`config.mk`:
```
export PLATFORM = sky130hd
export DESIGN_NAME = txd_next_seq
export DESIGN_NICKNAME = d
export VERILOG_FILES = /design/src/rtl/txd_pkg.sv /design/src/rtl/txd_addr_sel.sv /design/src/rtl/txd_ts_qual.sv /design/src/rtl/txd_out_reg.sv /design/src/rtl/txd_next_seq.sv
export SDC_FILE = /design/constraint.sdc
export NUM_CORES = 1
export LEC_CHECK = 0
export ABC_CLOCK_PERIOD_IN_PS = 2000
export CAP_MARGIN = 10
export CORE_MARGIN = 2
export CORE_UTILIZATION = 35
export DETAILED_ROUTE_END_ITERATION = 8
export DONT_BUFFER_PORTS = 1
export GPL_TIMING_DRIVEN = 0
export PLACE_DENSITY_LB_ADDON = 0.2
export SETUP_SLACK_MARGIN = 0.05
export SYNTH_ARGS = -nofsm -noshare
export SYNTH_HDL_FRONTEND = slang
export SYNTH_SLANG_ARGS = --single-unit
export TNS_END_PERCENT = 5
```
`constraint.sdc`:
```
create_clock -name clk -period 2 [get_ports clk]
set_clock_uncertainty 0.2 [all_clocks]
set_input_delay 0.4 -clock clk [delete_from_list [all_inputs] [get_ports clk]]
set_output_delay 0.4 -clock clk [all_outputs]
set_load 0.05 [all_outputs]
```
`src/rtl/txd_pkg.sv`:
```
// Shared types for the transmit descriptor next-address sequencer.
// Assumes byte addresses of ADDR_W bits and a 13-bit buffer-2 size field.
package txd_pkg;
    localparam int ADDR_W = 32;
    localparam int SIZE_W = 13;

    // Which source produced the next descriptor address
    typedef enum logic [1:0] {
        SRC_STRIDE = 2'd0,
        SRC_CHAIN  = 2'd1,
        SRC_RING   = 2'd2
    } next_src_e;

    // Registered result bundle
    typedef struct packed {
        logic [ADDR_W-1:0] addr;
        logic              buf2_ok;
        logic              ts_en;
        logic              ts_ok;
    } next_res_t;
endpackage

```
`src/rtl/txd_addr_sel.sv`:
```
// Next-address selection.
// Chooses ring base, chained pointer or contiguous stride with fixed precedence
// (end-of-ring over chained), forces word alignment and derives buffer-2 validity.
// Assumes: purely combinational, inputs stable while sampled.
module txd_addr_sel #(
    parameter int AW         = 32,
    parameter int SW         = 13,
    parameter int STRIDE     = 16,
    parameter int ALIGN_BITS = 2
) (
    input  logic [AW-1:0] base_addr,
    input  logic [AW-1:0] cur_addr,
    input  logic [AW-1:0] addr_word2,
    input  logic [SW-1:0] buf2_size,
    input  logic          end_ring,
    input  logic          chained,
    output logic [AW-1:0] addr_out,
    output logic          buf2_ok,
    output txd_pkg::next_src_e src
);
    import txd_pkg::*;

    localparam logic [AW-1:0] STEP = AW'(STRIDE);

    logic [AW-1:0] raw_addr;
    logic [AW-1:0] step_addr;

    // Contiguous successor, wrapping at the top of the address space
    always_comb step_addr = cur_addr + STEP;

    // Source select with end-of-ring taking precedence over chaining
    always_comb begin
        if (end_ring)     src = SRC_RING;
        else if (chained) src = SRC_CHAIN;
        else              src = SRC_STRIDE;
    end

    // Multiplex the chosen source address
    always_comb begin
        case (src)
            SRC_RING:  raw_addr = base_addr;
            SRC_CHAIN: raw_addr = addr_word2;
            default:   raw_addr = step_addr;
        endcase
    end

    // Word alignment: clear low bits, pass the rest
    genvar gi;
    generate
        for (gi = 0; gi < AW; gi++) begin : g_align
            if (gi < ALIGN_BITS) begin : g_zero
                assign addr_out[gi] = 1'b0;
            end else begin : g_pass
                assign addr_out[gi] = raw_addr[gi];
            end
        end
    endgenerate

    // Buffer 2 exists only when the word is not a chain pointer and has bytes
    always_comb buf2_ok = !chained && (buf2_size != '0);

    // with both markers set, the ring source must be chosen
    always_comb begin
        if (end_ring && chained)
            a_r3_ring_wins: assert (src == SRC_RING);
    end
endmodule

```
`src/rtl/txd_ts_qual.sv`:
```
// Timestamp qualifier.
// Honours the timestamp request only on a first segment and the captured
// status only on a last segment. Assumes: purely combinational.
module txd_ts_qual (
    input  logic first_seg,
    input  logic last_seg,
    input  logic ts_req,
    input  logic ts_captured,
    output logic ts_en,
    output logic ts_ok
);
    // Gate the request by first-segment position
    always_comb ts_en = ts_req & first_seg;

    // Gate the captured status by last-segment position
    always_comb ts_ok = ts_captured & last_seg;
endmodule

```
`src/rtl/txd_out_reg.sv`:
```
// Result register.
// Captures the result bundle on an advance request, holds it otherwise, and
// raises a one-cycle valid pulse. Assumes a synchronous active-low reset.
module txd_out_reg #(
    parameter int AW = 32
) (
    input  logic                clk,
    input  logic                rst_n,
    input  logic                load,
    input  txd_pkg::next_res_t  d,
    output txd_pkg::next_res_t  q,
    output logic                pulse
);
    // Load on request, otherwise hold
    always_ff @(posedge clk) begin
        if (!rst_n)    q <= '0;
        else if (load) q <= d;
    end

    // One-cycle valid pulse following each request
    always_ff @(posedge clk) begin
        if (!rst_n) pulse <= 1'b0;
        else        pulse <= load;
    end

    // without a request, the stored bundle stays put
    a_r10_hold: assert property (@(posedge clk) disable iff (!rst_n)
        !load |=> $stable(q));

    // The width parameter must agree with the package
    initial a_width_match: assert (AW == txd_pkg::ADDR_W);
endmodule

```
`src/rtl/txd_next_seq.sv`:
```
// Transmit descriptor next-address sequencer (top).
// On each advance request, computes the next descriptor address, buffer-2
// validity and qualified timestamp bits, and registers them with a valid pulse
// one cycle later. Assumes requests are single-cycle and inputs are valid with
// them; a synchronous active-low reset.
module txd_next_seq #(
    parameter int AW         = txd_pkg::ADDR_W,
    parameter int SW         = txd_pkg::SIZE_W,
    parameter int STRIDE     = 16,
    parameter int ALIGN_BITS = 2
) (
    input  logic          clk,
    input  logic          rst_n,
    input  logic          advance,
    input  logic [AW-1:0] base_addr,
    input  logic [AW-1:0] cur_addr,
    input  logic          end_ring,
    input  logic          chained,
    input  logic [AW-1:0] addr_word2,
    input  logic [SW-1:0] buf2_size,
    input  logic          first_seg,
    input  logic          last_seg,
    input  logic          ts_req,
    input  logic          ts_captured,
    output logic          next_valid,
    output logic [AW-1:0] next_addr,
    output logic          buf2_valid,
    output logic          ts_enable,
    output logic          ts_status_valid
);
    import txd_pkg::*;

    localparam logic [AW-1:0] ALIGN_MASK = ~AW'((1 << ALIGN_BITS) - 1);

    logic [AW-1:0] sel_addr;
    logic          sel_buf2;
    next_src_e     sel_src;
    logic          q_ts_en;
    logic          q_ts_ok;
    next_res_t     d_res;
    next_res_t     q_res;

    txd_addr_sel #(
        .AW(AW), .SW(SW), .STRIDE(STRIDE), .ALIGN_BITS(ALIGN_BITS)
    ) u_sel (
        .base_addr (base_addr),
        .cur_addr  (cur_addr),
        .addr_word2(addr_word2),
        .buf2_size (buf2_size),
        .end_ring  (end_ring),
        .chained   (chained),
        .addr_out  (sel_addr),
        .buf2_ok   (sel_buf2),
        .src       (sel_src)
    );

    txd_ts_qual u_ts (
        .first_seg  (first_seg),
        .last_seg   (last_seg),
        .ts_req     (ts_req),
        .ts_captured(ts_captured),
        .ts_en      (q_ts_en),
        .ts_ok      (q_ts_ok)
    );

    // Pack the combinational results for the register stage
    always_comb begin
        d_res.addr    = sel_addr;
        d_res.buf2_ok = sel_buf2;
        d_res.ts_en   = q_ts_en;
        d_res.ts_ok   = q_ts_ok;
    end

    txd_out_reg #(.AW(AW)) u_reg (
        .clk  (clk),
        .rst_n(rst_n),
        .load (advance),
        .d    (d_res),
        .q    (q_res),
        .pulse(next_valid)
    );

    // Drive the result ports from the register bundle
    always_comb begin
        next_addr       = q_res.addr;
        buf2_valid      = q_res.buf2_ok;
        ts_enable       = q_res.ts_en;
        ts_status_valid = q_res.ts_ok;
    end

    // ring marker returns to the base address
    a_r1_ring_base: assert property (@(posedge clk) disable iff (!rst_n)
        (advance && end_ring) |=> next_addr == ($past(base_addr) & ALIGN_MASK));

    // chain marker alone follows the second word
    a_r2_chain_ptr: assert property (@(posedge clk) disable iff (!rst_n)
        (advance && chained && !end_ring) |=> next_addr == ($past(addr_word2) & ALIGN_MASK));

    // no marker steps by the stride
    a_r4_stride: assert property (@(posedge clk) disable iff (!rst_n)
        (advance && !chained && !end_ring) |=>
            next_addr == (($past(cur_addr) + AW'(STRIDE)) & ALIGN_MASK));

    // chaining removes buffer 2
    a_r5_no_buf2: assert property (@(posedge clk) disable iff (!rst_n)
        (advance && chained) |=> !buf2_valid);

    // timestamp request without first segment is dropped
    a_r6_ts_first: assert property (@(posedge clk) disable iff (!rst_n)
        (advance && !first_seg) |=> !ts_enable);

    // captured status without last segment is dropped
    a_r7_ts_last: assert property (@(posedge clk) disable iff (!rst_n)
        (advance && !last_seg) |=> !ts_status_valid);

    // valid pulse follows each request and only then
    a_r8_pulse_on: assert property (@(posedge clk) disable iff (!rst_n)
        advance |=> next_valid);
    a_r8_pulse_off: assert property (@(posedge clk) disable iff (!rst_n)
        !advance |=> !next_valid);

    // presented address is word aligned
    a_r9_aligned: assert property (@(posedge clk) disable iff (!rst_n)
        next_valid |-> next_addr[1:0] == 2'b00);
endmodule

```
# Word-level counts from Yosys, hierarchy flattened
# Index checks and enable logic that the tools add are counted.
word_totals:
  reg_bits: 34
  latchBits: 0
  mem_bits_rw: 0
  mem_bits_ro: 0
  input_bits: 118
  output_inout_bits: 36
  mem_count: 0
op_classes:
  n_addsub: 1
  multipliers: 0
  div_mod_pow: 0
  magnitude_cmp: 0
  eq_ne: 2
  shifts: 0
  n_mux: 3
  bitwise_logic: 2
  n_reduce_logical: 3
op_table:
  columns: ["op", "n"]
  rows:
  - ["32-bit case mux with 2 select lines", 1]
  - ["32-bit by 5-bit adder with 32-bit output, second input constant", 1]
  - ["13-bit nonzero test", 1]
  - ["1-bit AND", 2]
  - ["2-bit by 1-bit equality test with 1-bit output, second input constant", 1]
  - ["2-bit equality test, second input constant", 1]
  - ["2-bit two-way mux", 1]
  - ["1-bit logical AND", 1]
  - ["1-bit logical NOT", 1]
  - ["1-bit two-way mux", 1]

# Longest topological paths before layout
logic_depth:
  word_depth: 4
  mapped_depth: 7
  depth_no_buf: 6

# Hierarchy
# A second synthesis with hierarchy kept.
hier_totals:
  hier_cells: 291
  area_unflattened_um2: 2496.1
by_module_without_submodules:
  columns: ["mod", "instances", "cells_per_inst", "area_each_um2"]
  rows:
  - ["txd_out_reg", 1, 114, 1378.8]
  - ["txd_addr_sel", 1, 175, 1104.8]
  - ["txd_ts_qual", 1, 2, 12.5]

# Least setup slack after synthesis
# No wires, ideal clock.
synth_path:
  path_kind: "input-to-reg"
  from: "in cur_addr[16]"
  to: "reg u_reg.q[32] in the netlist's numbering"
  arrival_time_ps: 1692
  t_required_ps: 1655
  slack_ps: -38
  stages: 6
  path_buffers: 1
  cell_sequence: "nand4_1 -> or4_4 -> buf_6 -> o31a_1 -> o21ai_1 -> a41oi_1"
synth_between:
  elab_chain_len: 2
synth_rtl:
  columns: ["element", "line_no", "source"]
  rows:
  - ["start: declaration", "txd_next_seq.sv:16", "input logic [AW-1:0] cur_addr,"]
  - ["32-bit by 5-bit adder with 32-bit output", "txd_addr_sel.sv:29", "always_comb step_addr = cur_addr + STEP;"]
  - ["32-bit case mux with 2 select lines", "txd_addr_sel.sv:40", "case (src)"]
  - ["end signal: assignment", "txd_out_reg.sv:16", "if (!rst_n) q <= '0;"]
  - ["end signal: assignment", "txd_out_reg.sv:17", "else if (load) q <= d;"]
  - ["end: declaration", "txd_out_reg.sv:11", "output txd_pkg::next_res_t q,"]
# Every way passes these cells.
# A chain may end at the register's enable or synchronous reset.

# Worst setup path after layout
layout_path:
  from: "in cur_addr[4]"
  to: "reg u_reg.q[25] in the netlist's numbering"
# Same word-level chain as after synthesis.

==> metrics.txt <==
run status finished, final reports clean; vias in the first global route 2306; Worst Hold Launch rst_n; worst-path fanout max 7; maxcap violations 0; Total Power 0.00173 W; die area 0.00731 sq mm; CP Capture Type flip-flop; slew of the pin with the lowest slew margin 0.552 ns; H-tree depth 2; Slew headroom 63.2%; Area contributors post-synth dfxtp_1, o21ai_0, nand2_1, nand3_1, and3_1; share of the synthesized area in the top cell type 29.3%; Multi-input gate area 0.00151 sq mm; std cell rows 29; Pins Over Slew Limit 0; PnR worst setup slack 0.142 ns; Antenna Diode Count 0; routed length per instance 20.2 microns; Seq/Total Area, Yosys 29.3%; CP startpoint kind primary input; Placed Cells 391; Worst R2R Setup Slack 0.61 ns; most frequent cell after synthesis o21ai_0; I/O pin total 154; fill cell count 690; R2R Path End u_reg.q[34]; Setup TNS 0 ns; async set-reset flop share out of synthesis 0%; min-delay worst type in -> reg; Netlist cell types 42; layout cells sized above 1 8.05%; Synth Warn # 0; CTS Buf Count 5; Nets 441; Synth area leader dfxtp_1; grt total ovfl 0; initial DRC count 159; Final setup viols 0; Synth Register Bits 34; Routed WL 8.08 mm; Clk Latency, worst-skew pair 0.29 ns; initial antenna violation count 0; worst slack, placed -0.368 ns; static leakage 0.915 nW; FF+latch area 681 sq um; Setup crit start cur_addr[4]; top cells by count, synth o21ai_0, nand2_1, dfxtp_1; Chip Width 85.5 microns; Gate Count Post-Synth 313; final cell count without fillers 400; Vias/cell 6.08; Area Overhead vs Synth 9.10%; CTS Buffer Depth 2; DP HPWL 6.43 mm; worst path required time 1.94 ns; Worst R2R Start u_reg.q[34]; gpl congestion 0.844; antenna viol nets, final 0; number of flops mapped to enable cells by yosys 0; clock-pin slew of the registers on the worst-case setup and hold paths 0.07 ns; Final Core Density 39.7%; Final Hold Fails 0; hold path depth 2; Hold Path End u_reg.q[25]; total track usage 21.5%; largest net degree at the start of global routing 11; Syn Std Cell Area 0.00232 sq mm; Worst Path Arrival 1.80 ns; Remaining DRCs 0; I/O Buffers 0; CTS tree built; fin crit share 92.9%; first-pass GRT wire length 12.3 mm; ys flop type dfxtp_1; DR pass1 iterations 4; root buffer cell clkbuf_8; RSZ-0062 raised after global routing yes; Sink Count 34; routed vias 2430; fin crit period 1.86 ns; R2R cell count 3; core area 0.00639 sq mm; Initial Utilization 36.4%; maximum vdd drop 0.351 mV; CP Class in -> reg; PwrDens 683 mW/mm^2; Peak Freq 538 MHz; die height 85.5 microns; synthesized area per cell 7.42 sq um
[cell usage in the layout, fill, tap and decap left out, types with 2 or more instances in the layout]
cell type  instances
a21boi_0           2
a21oi_1           16
a221oi_1           2
a31oi_1           14
a41oi_1            9
and3_1            15
buf_4              3
clkbuf_1          17
clkbuf_2           6
clkbuf_8           6
conb_1             2
dfxtp_1           34
inv_1              5
mux2i_1            9
nand2_1           36
nand2b_1           3
nand3_1           22
nand4_1            6
nor2_1             4
nor2b_1            5
nor3_1             8
nor4_1            13
o211ai_1           2
o21a_1             2
o21ai_0           38
o21ai_1            5
o31a_1             7
xnor2_1            8
xor2_1             8
[power breakdown]
group | internal, W | leakage, nW | switching, W | total [W]
Clock | 0.000278 | 0.0482 | 0.000255 | 0.000533
Sequential | 0.000726 | 0.282 | 0.000202 | 0.000928
Combinational | 0.000110 | 0.584 | 0.000161 | 0.000271
Total | 0.00111 | 0.915 | 0.000618 | 0.00173
[registers in the layout (all words and copies together) (netlist names)]
name / count
u_reg.q: 33
u_reg.pulse: 1
[metrics by stage]
step | hold WS, ns | instance area [sq um]
detailed placement | 0.358 | 2420
global route | 0.0516 | 2530
CTS | 0.0580 | 2520
global placement | 0.349 | 2420
floorplan | 0.342 | 2330
finish | 0.0582 | 2530
[kinds of logic (layout without fill, tap and decap cells)]
group / count (synthesis) / count (layout) / share of synthesized area (%)
simple gates: 120 / 120 / 27.6
compound gates: 99 / 99 / 26.0
flops: 34 / 34 / 29.3
buf+inv: 32 / 41 / 6.03
xor+xnor: 16 / 16 / 6.03
mux: 10 / 10 / 4.36
fa+ha+maj: 1 / 1 / 0.538
other cells: 1 / 2 / 0.161
[layout make-up]
type	instances	share of cell area [%]
Timing Repair Buffer	1	0.296
Clock inverter	1	0.197
Sequential cell	34	26.9
Inverter	5	0.740
Tap cell	77	3.80
Multi-Input combinational cell	248	59.6
Clock buffer	7	3.41
Buffer	27	5.08
[critical path: stages]
cell and delay [ns]:
ha_1 0.18, and3_1 0.17, clkbuf_2 0.18, nand3_1 0.21, o31a_1 0.29, o21ai_0 0.22, a41oi_1 0.14
[worst max path at each step]
stage	slack (ns)	endpoint	cells after the start
6_report	0.14	u_reg.q[25]	7
2_1_floorplan	0.02	u_reg.q[30]	6
3_5_place_dp	-0.37	u_reg.q[13]	6
3_3_place_gp	-0.36	u_reg.q[13]	6
4_1_cts	0.02	u_reg.q[28]	6
5_1_grt	0.02	u_reg.q[25]	7
[per-layer routing]
layer	GRT usage, %	vias to the layer above	wire (microns)
li1	-	1178	-
met2	32.9	116	3620
met1	28.8	1126	3550
met4	6.20	0	133
met3	7.20	10	775
met5	0	-	0
[timing repair]
item | CTS | global route
pin swaps | 0 | 1
hold buffers | 0 | 0
resized for setup | 2 | 7
endpoints found under the setup margin | 10 | 24
setup buffers | 0 | 1
Note: power is estimated with default switching activity, not from simulation.
